--- config.mk ---
export PLATFORM = sky130hd
export DESIGN_NAME = ictr_channel
export DESIGN_NICKNAME = d
export VERILOG_FILES = /design/src/rtl/ictr_pkg.sv /design/src/rtl/ictr_datapath.sv /design/src/rtl/ictr_ctrl.sv /design/src/rtl/ictr_channel.sv
export SDC_FILE = /design/constraint.sdc
export NUM_CORES = 1
export LEC_CHECK = 0
export ABC_AREA = 1
export ABC_CLOCK_PERIOD_IN_PS = 3280
export BUFFER_PORTS_ARGS = -buffer_cell sky130_fd_sc_hd__buf_4
export CORE_AREA = 2 2 88 107
export CTS_CLUSTER_SIZE = 20
export DETAILED_ROUTE_END_ITERATION = 16
export DIE_AREA = 0 0 90 109
export PLACE_DENSITY = 0.62
export SKIP_CTS_REPAIR_TIMING = 1
export SKIP_LAST_GASP = 1
export SYNTH_ARGS = -nofsm -noshare
export SYNTH_HDL_FRONTEND = slang
export SYNTH_SLANG_ARGS = --single-unit
--- constraint.sdc ---
create_clock -name clk -period 3.28 [get_ports clk]
set_clock_uncertainty 0.1 [all_clocks]
set_input_delay 0.328 -clock clk [delete_from_list [all_inputs] [get_ports clk]]
set_output_delay 0.328 -clock clk [all_outputs]
set_load 0.02 [all_outputs]
--- src/rtl/ictr_pkg.sv ---
package ictr_pkg;

  typedef enum logic [2:0] {
    MD_TERM    = 3'd0,
    MD_ONESHOT = 3'd1,
    MD_RATE    = 3'd2,
    MD_SQUARE  = 3'd3,
    MD_SWSTB   = 3'd4,
    MD_HWSTB   = 3'd5
  } ictrMode_e;

  typedef struct packed {
    logic load;
    logic dec;
  } dpStb_t;

  // codes 6 and 7 fold onto the periodic modes
  function automatic ictrMode_e mapMode(input logic [2:0] sel);
    if (sel[2] && sel[1]) return ictrMode_e'({1'b0, sel[1:0]});
    return ictrMode_e'(sel);
  endfunction

endpackage

--- src/rtl/ictr_datapath.sv ---
module ictr_datapath
  import ictr_pkg::*;
#(
  parameter int CNT_W = 16
) (
  input  logic             clk,
  input  logic             rst_n,
  input  logic             bcdMode,
  input  logic             countWr,
  input  logic [CNT_W-1:0] countVal,
  input  dpStb_t           stb,
  output logic             cntIsOne,
  output logic             nxtIsOne,
  output logic             nxtHigh3
);

  localparam int DIGITS = CNT_W / 4;
  localparam logic [CNT_W-1:0] BIN_HALF_FULL = CNT_W'(1) << (CNT_W - 1);
  localparam logic [CNT_W-1:0] BCD_HALF_FULL = CNT_W'(5) << (CNT_W - 4);

  logic [CNT_W-1:0] cntQ, initQ;
  logic [CNT_W-1:0] decBin, decBcd, decVal;
  logic [CNT_W-1:0] halfBcd, halfVal, nextVal;
  logic [DIGITS:0]  borrow;

  assign decBin    = cntQ - CNT_W'(1);
  assign borrow[0] = 1'b1;

  for (genvar g = 0; g < DIGITS; g++) begin : g_digit
    logic [3:0] dig;
    logic       upperOdd;
    assign dig = cntQ[4*g +: 4];
    assign decBcd[4*g +: 4] = borrow[g] ? ((dig == 4'd0) ? 4'd9 : dig - 4'd1) : dig;
    assign borrow[g+1] = borrow[g] && (dig == 4'd0);
    if (g == DIGITS - 1) begin : g_top
      assign upperOdd = 1'b0;
    end else begin : g_low
      assign upperOdd = initQ[4*(g+1)];
    end
    assign halfBcd[4*g +: 4] = {1'b0, initQ[4*g+1 +: 3]} + (upperOdd ? 4'd5 : 4'd0);
  end

  assign decVal = bcdMode ? decBcd : decBin;

  always_comb begin
    if (initQ == '0)  halfVal = bcdMode ? BCD_HALF_FULL : BIN_HALF_FULL;
    else if (bcdMode) halfVal = halfBcd;
    else              halfVal = {1'b0, initQ[CNT_W-1:1]};
  end

  always_comb begin
    if (stb.load)     nextVal = initQ;
    else if (stb.dec) nextVal = decVal;
    else              nextVal = cntQ;
  end

  assign cntIsOne = (cntQ == CNT_W'(1));
  assign nxtIsOne = (nextVal == CNT_W'(1));
  assign nxtHigh3 = (nextVal == '0) || (nextVal > halfVal);

  always_ff @(posedge clk or negedge rst_n) begin
    if (!rst_n) begin
      cntQ  <= '0;
      initQ <= '0;
    end else begin
      if (countWr) initQ <= countVal;
      if (stb.load || stb.dec) cntQ <= nextVal;
    end
  end

endmodule

--- src/rtl/ictr_ctrl.sv ---
module ictr_ctrl
  import ictr_pkg::*;
(
  input  logic       clk,
  input  logic       rst_n,
  input  logic       tickClk,
  input  logic       gateIn,
  input  logic       modeWr,
  input  logic [2:0] modeSel,
  input  logic       bcdSel,
  input  logic       countWr,
  input  logic       cntIsOne,
  input  logic       nxtIsOne,
  input  logic       nxtHigh3,
  output dpStb_t     stb,
  output logic       bcdMode,
  output logic       outLevel
);

  ictrMode_e modeQ;
  logic tickPrev, gatePrev, trigFF, trigSmp, gateSmp;
  logic loadPend, haveCnt, running, strobeArm, outQ;
  logic tickRise, tickFall, gateRise, act, periodic, levelMode, strobeNow;

  assign tickRise  = tickClk && !tickPrev;
  assign tickFall  = !tickClk && tickPrev;
  assign gateRise  = gateIn && !gatePrev;
  assign act       = tickFall && !modeWr && !countWr;
  assign periodic  = (modeQ == MD_RATE) || (modeQ == MD_SQUARE);
  assign levelMode = (modeQ == MD_TERM) || (modeQ == MD_SWSTB) || periodic;
  assign strobeNow = stb.dec && cntIsOne && strobeArm;

  always_comb begin
    stb = '0;
    if (act) begin
      unique case (modeQ)
        MD_TERM, MD_SWSTB: begin
          if (loadPend)                stb.load = 1'b1;
          else if (running && gateSmp) stb.dec  = 1'b1;
        end
        MD_ONESHOT, MD_HWSTB: begin
          if (trigSmp && haveCnt) stb.load = 1'b1;
          else if (running)       stb.dec  = 1'b1;
        end
        MD_RATE, MD_SQUARE: begin
          if (loadPend || (trigSmp && running)) stb.load = 1'b1;
          else if (running && gateSmp) begin
            if (cntIsOne) stb.load = 1'b1;
            else          stb.dec  = 1'b1;
          end
        end
        default: stb = '0;
      endcase
    end
  end

  // gate sampling and trigger latch
  always_ff @(posedge clk or negedge rst_n) begin
    if (!rst_n) begin
      tickPrev <= 1'b0;
      gatePrev <= 1'b0;
      trigFF   <= 1'b0;
      trigSmp  <= 1'b0;
      gateSmp  <= 1'b0;
    end else begin
      tickPrev <= tickClk;
      gatePrev <= gateIn;
      if (tickRise) gateSmp <= gateIn;
      if (modeWr) begin
        trigFF  <= 1'b0;
        trigSmp <= 1'b0;
      end else if (tickRise) begin
        trigSmp <= trigFF || gateRise;
        trigFF  <= 1'b0;
      end else if (gateRise) begin
        trigFF <= 1'b1;
      end
    end
  end

  // mode state and output
  always_ff @(posedge clk or negedge rst_n) begin
    if (!rst_n) begin
      modeQ     <= MD_TERM;
      bcdMode   <= 1'b0;
      loadPend  <= 1'b0;
      haveCnt   <= 1'b0;
      running   <= 1'b0;
      strobeArm <= 1'b0;
      outQ      <= 1'b1;
    end else begin
      if (modeWr) begin
        modeQ     <= mapMode(modeSel);
        bcdMode   <= bcdSel;
        loadPend  <= 1'b0;
        haveCnt   <= 1'b0;
        running   <= 1'b0;
        strobeArm <= 1'b0;
        outQ      <= (mapMode(modeSel) != MD_TERM);
      end else if (countWr) begin
        haveCnt <= 1'b1;
        if (levelMode) loadPend <= 1'b1;
        if (modeQ == MD_TERM || modeQ == MD_SWSTB) running <= 1'b0;
        if (modeQ == MD_TERM) outQ <= 1'b0;
      end else if (act) begin
        if (stb.load) begin
          running   <= 1'b1;
          loadPend  <= 1'b0;
          strobeArm <= 1'b1;
        end
        unique case (modeQ)
          MD_TERM: if (stb.dec && cntIsOne) outQ <= 1'b1;
          MD_ONESHOT: begin
            if (stb.load)                   outQ <= 1'b0;
            else if (stb.dec && cntIsOne)   outQ <= 1'b1;
          end
          MD_RATE: begin
            if (stb.load)     outQ <= 1'b1;
            else if (stb.dec) outQ <= !nxtIsOne;
          end
          MD_SQUARE: if (stb.load || stb.dec) outQ <= nxtHigh3;
          MD_SWSTB, MD_HWSTB: begin
            outQ <= !strobeNow;
            if (strobeNow) strobeArm <= 1'b0;
          end
          default: outQ <= outQ;
        endcase
      end
      if (!modeWr && periodic && !gateIn) outQ <= 1'b1;
    end
  end

  assign outLevel = outQ;

endmodule

--- src/rtl/ictr_channel.sv ---
module ictr_channel
  import ictr_pkg::*;
#(
  parameter int CNT_W = 16
) (
  input  logic             clk,
  input  logic             rst_n,
  input  logic             tickClk,
  input  logic             gateIn,
  input  logic             modeWr,
  input  logic [2:0]       modeSel,
  input  logic             bcdSel,
  input  logic             countWr,
  input  logic [CNT_W-1:0] countVal,
  output logic             outLevel
);

  dpStb_t stb;
  logic   bcdMode, cntIsOne, nxtIsOne, nxtHigh3;

  ictr_ctrl ctrl_i (
    .clk      (clk),
    .rst_n    (rst_n),
    .tickClk  (tickClk),
    .gateIn   (gateIn),
    .modeWr   (modeWr),
    .modeSel  (modeSel),
    .bcdSel   (bcdSel),
    .countWr  (countWr),
    .cntIsOne (cntIsOne),
    .nxtIsOne (nxtIsOne),
    .nxtHigh3 (nxtHigh3),
    .stb      (stb),
    .bcdMode  (bcdMode),
    .outLevel (outLevel)
  );

  ictr_datapath #(.CNT_W(CNT_W)) dp_i (
    .clk      (clk),
    .rst_n    (rst_n),
    .bcdMode  (bcdMode),
    .countWr  (countWr),
    .countVal (countVal),
    .stb      (stb),
    .cntIsOne (cntIsOne),
    .nxtIsOne (nxtIsOne),
    .nxtHigh3 (nxtHigh3)
  );

endmodule

==> flow_summary.ini <==
[sta]
whs_ns = 0.0393
final_hold_viol_count = 0
worst_pin_slew_ns = 0.620
tns_ns = 0
maxSlewViolCount = 0
relSlewSlack_pct = 58.7
period_needed_ns = 3.20
period_share_pct = 97.6
rsz0062_at_grt = yes
setup_viol = 0
fmax_mhz = 312

[cts]
clock_latency_ns = 0.31
numCtsBuffers = 5
cts_tree = yes
cts_sinks = 46
root_buffer = clkbuf_8
htreeDepth = 2
clkTransAtPathRegs_ns = 0.09
clock_path_buffers = 2

[synthesis]
synthesis.nets = 614
synth_async_sr_flop_share_pct = 100
synthTopCellsByCount = nand2_1 (160), inv_1 (75), dfrtp_1 (45), o21ai_0 (42)
synth-warning-count = 0
syn_avg_cell_area_um2 = 6.84
synth_area_leaders = dfrtp_1 (29%), nand2_1 (16%), ha_1 (8.8%), inv_1 (7.3%), o21ai_0 (5.5%)
netlist.area_leader.share_pct = 29.4
syn-cell-area_mm2 = 0.00384
synth-seq-area-share_pct = 30.0
synthFlopType = dfrtp_1
synth_cell_types = 47
synthMostInstantiatedCell = nand2_1
netlist_instances = 561
synth-edff-count = 0
yosys.area.top_type = dfrtp_1
ys_seq_elements = 46

[global_route]
grt_pass1_wl_um = 16800
grt_overflow = 0
grt_usage_pct = 21.4
grt_pass1_vias = 3619
antenna_found_initial = 0
grt_start_max_net_pins = 47

[critical_path]
slowest_delay_ns = 0.47
cp.arrival_ns = 3.35
cp_common_cell = nand2_1
start_kind = register
cp-end-kind = register
slowest_stage = dfrtp_2
required_ns = 3.43
worstSetupPathType = register to register
crit_fanout = 7
crit_chain = nor2_4, nand2_2, nor2_4, nand3_2, nand2_1, nand2_2, nand2_4, nand2_4, buf_12, o211ai_1, ha_1, inv_1, o21bai_1, a221oi_2, o221ai_2, nand2_1, nand4_1, nand2_1, nand2_1, nand2_1, nand2_1, nand2_1, a21oi_2

[finish]
final_area_mm2 = 0.00494
n_fill_cell = 871
nets = 695
area_growth_pct = 28.8
drive_gt1_share_pct = 29.2
antennaDiodeCount = 0

[die]
core_area_mm2 = 0.00884
rows = 38
dieArea_mm2 = 0.00981
io_pins = 27
initial_core_util_pct = 43.4
dieWidth_um = 90
die_h_um = 109

[route]
viasPerCell = 5.14
drt_wl_total_um = 11100
wl_per_cell_um = 14.6
ant_nets = 0
drc = 0
dr.pass1.iters = 4
first_iter_violations = 235
route.vias.total = 3925

[place]
dpl.hpwl_um = 8120
routabilityCongestion = 0.948
postPlaceCellArea_mm2 = 0.00431
io_buffers = 26

[worst_hold_path]
min_path_type = primary input to register

[outcome]
status = completed

[power]
p_leak_nw = 2.54
power.total_mw = 2.26
ir_drop_v = 0.000290
powerDensity_mw_per_mm2 = 457

[job]
cap_violations = 0
## cells in the final DEF, fill, tap and decap left out, drive strengths merged, types with 2 or more instances in the layout
master and n:
a21oi 23, a22oi 2, a311o 2, buf 86, clkbuf 7, clkinv 3, dfrtp 45, ha 27
inv 82, nand2 171, nand3 48, nand4 11, nor2 53, nor3 6, o211ai 9, o21ai 44
o221ai 2, o22ai 2, o31ai 2, or2 3, xor2 4
## flip-flops by register name, indices dropped and copies added (netlist names)
name	flops
ctrl_i.gatePrev	1
ctrl_i.haveCnt	1
ctrl_i.trigFF	1
ctrl_i.gateSmp	1
ctrl_i.outLevel	1
ctrl_i.modeQ	3
ctrl_i.strobeArm	1
ctrl_i.trigSmp	1
dp_i.initQ	16
ctrl_i.tickPrev	1
ctrl_i.running	1
ctrl_i.loadPend	1
dp_i.cntQ	16
ctrl_i.bcdMode	1
## final cells by class
type,count,area (um2),share of cell area (%)
multi-input combinational,418,2510,50.9
clock inverter,2,10.0,0.203
inverter,83,319,6.46
timing repair buffer,88,709,14.4
sequential,46,1160,23.6
clock buffer,6,72.6,1.47
tap,120,150,3.04
## worst max-delay path, delay by kind of cell, from the launching register on
family | cells | cell delay, ns
simple gates | 15 | 1.23
compound gates | 5 | 0.82
flops | 1 | 0.47
fa+ha+maj | 1 | 0.31
buf+inv | 2 | 0.21
## per-layer routing
metal / up-vias / part of all wire (%) / wire, um / GRT usage (%)
li1: 1991 / - / - / -
met1: 1792 / 42 / 4640 / 25.8
met2: 108 / 49 / 5480 / 38.7
met3: 34 / 4.8 / 536 / 2.35
met4: 0 / 4.2 / 466 / 9.89
met5: - / 0 / 0 / 0
## where the power goes
part / switching (mW) / leakage (nW) / total (mW) / internal, mW
Combinational: 0.651 / 1.95 / 1.16 / 0.511
Sequential: 0.101 / 0.546 / 0.753 / 0.653
Clock: 0.196 / 0.0450 / 0.344 / 0.148
Total: 0.948 / 2.54 / 2.26 / 1.31
## final timing paths
check | endpoint | cells after the start | slack, ns | from
max | ctrl_i.outLevel | 23 | 0.08 | dp_i.cntQ[5]
min | ctrl_i.tickPrev | 1 | 0.04 | tickClk
max reg2reg | ctrl_i.outLevel | 23 | 0.08 | dp_i.cntQ[5]
min reg2reg | ctrl_i.gateSmp | 2 | 0.40 | ctrl_i.gateSmp
max in group asynchronous | dp_i.cntQ[13] | 2 | 2.15 | rst_n
min in group asynchronous | dp_i.initQ[1] | 2 | 0.47 | rst_n
## kinds of logic after synthesis
logic type	Yosys count	share of synthesized area, %
adder cells (fa/ha/maj)	27	8.81
AND/OR/NAND/NOR	294	35.1
AO/OA/AOI/OAI	91	14.2
buffers and inverters	98	10.7
flip-flops	46	30.0
XOR/XNOR	5	1.14
## through the flow
stage                     instances  util, %  worst slack (ns)
final                           763     55.9            0.0779
after detailed placement        718     48.7            0.0339
after global placement          718     48.7             0.129
after floorplan                 561        -             0.420
after global routing            763     55.9            -0.120
after CTS                       726     49.6            0.0114
(Power assumes the default switching activity.)
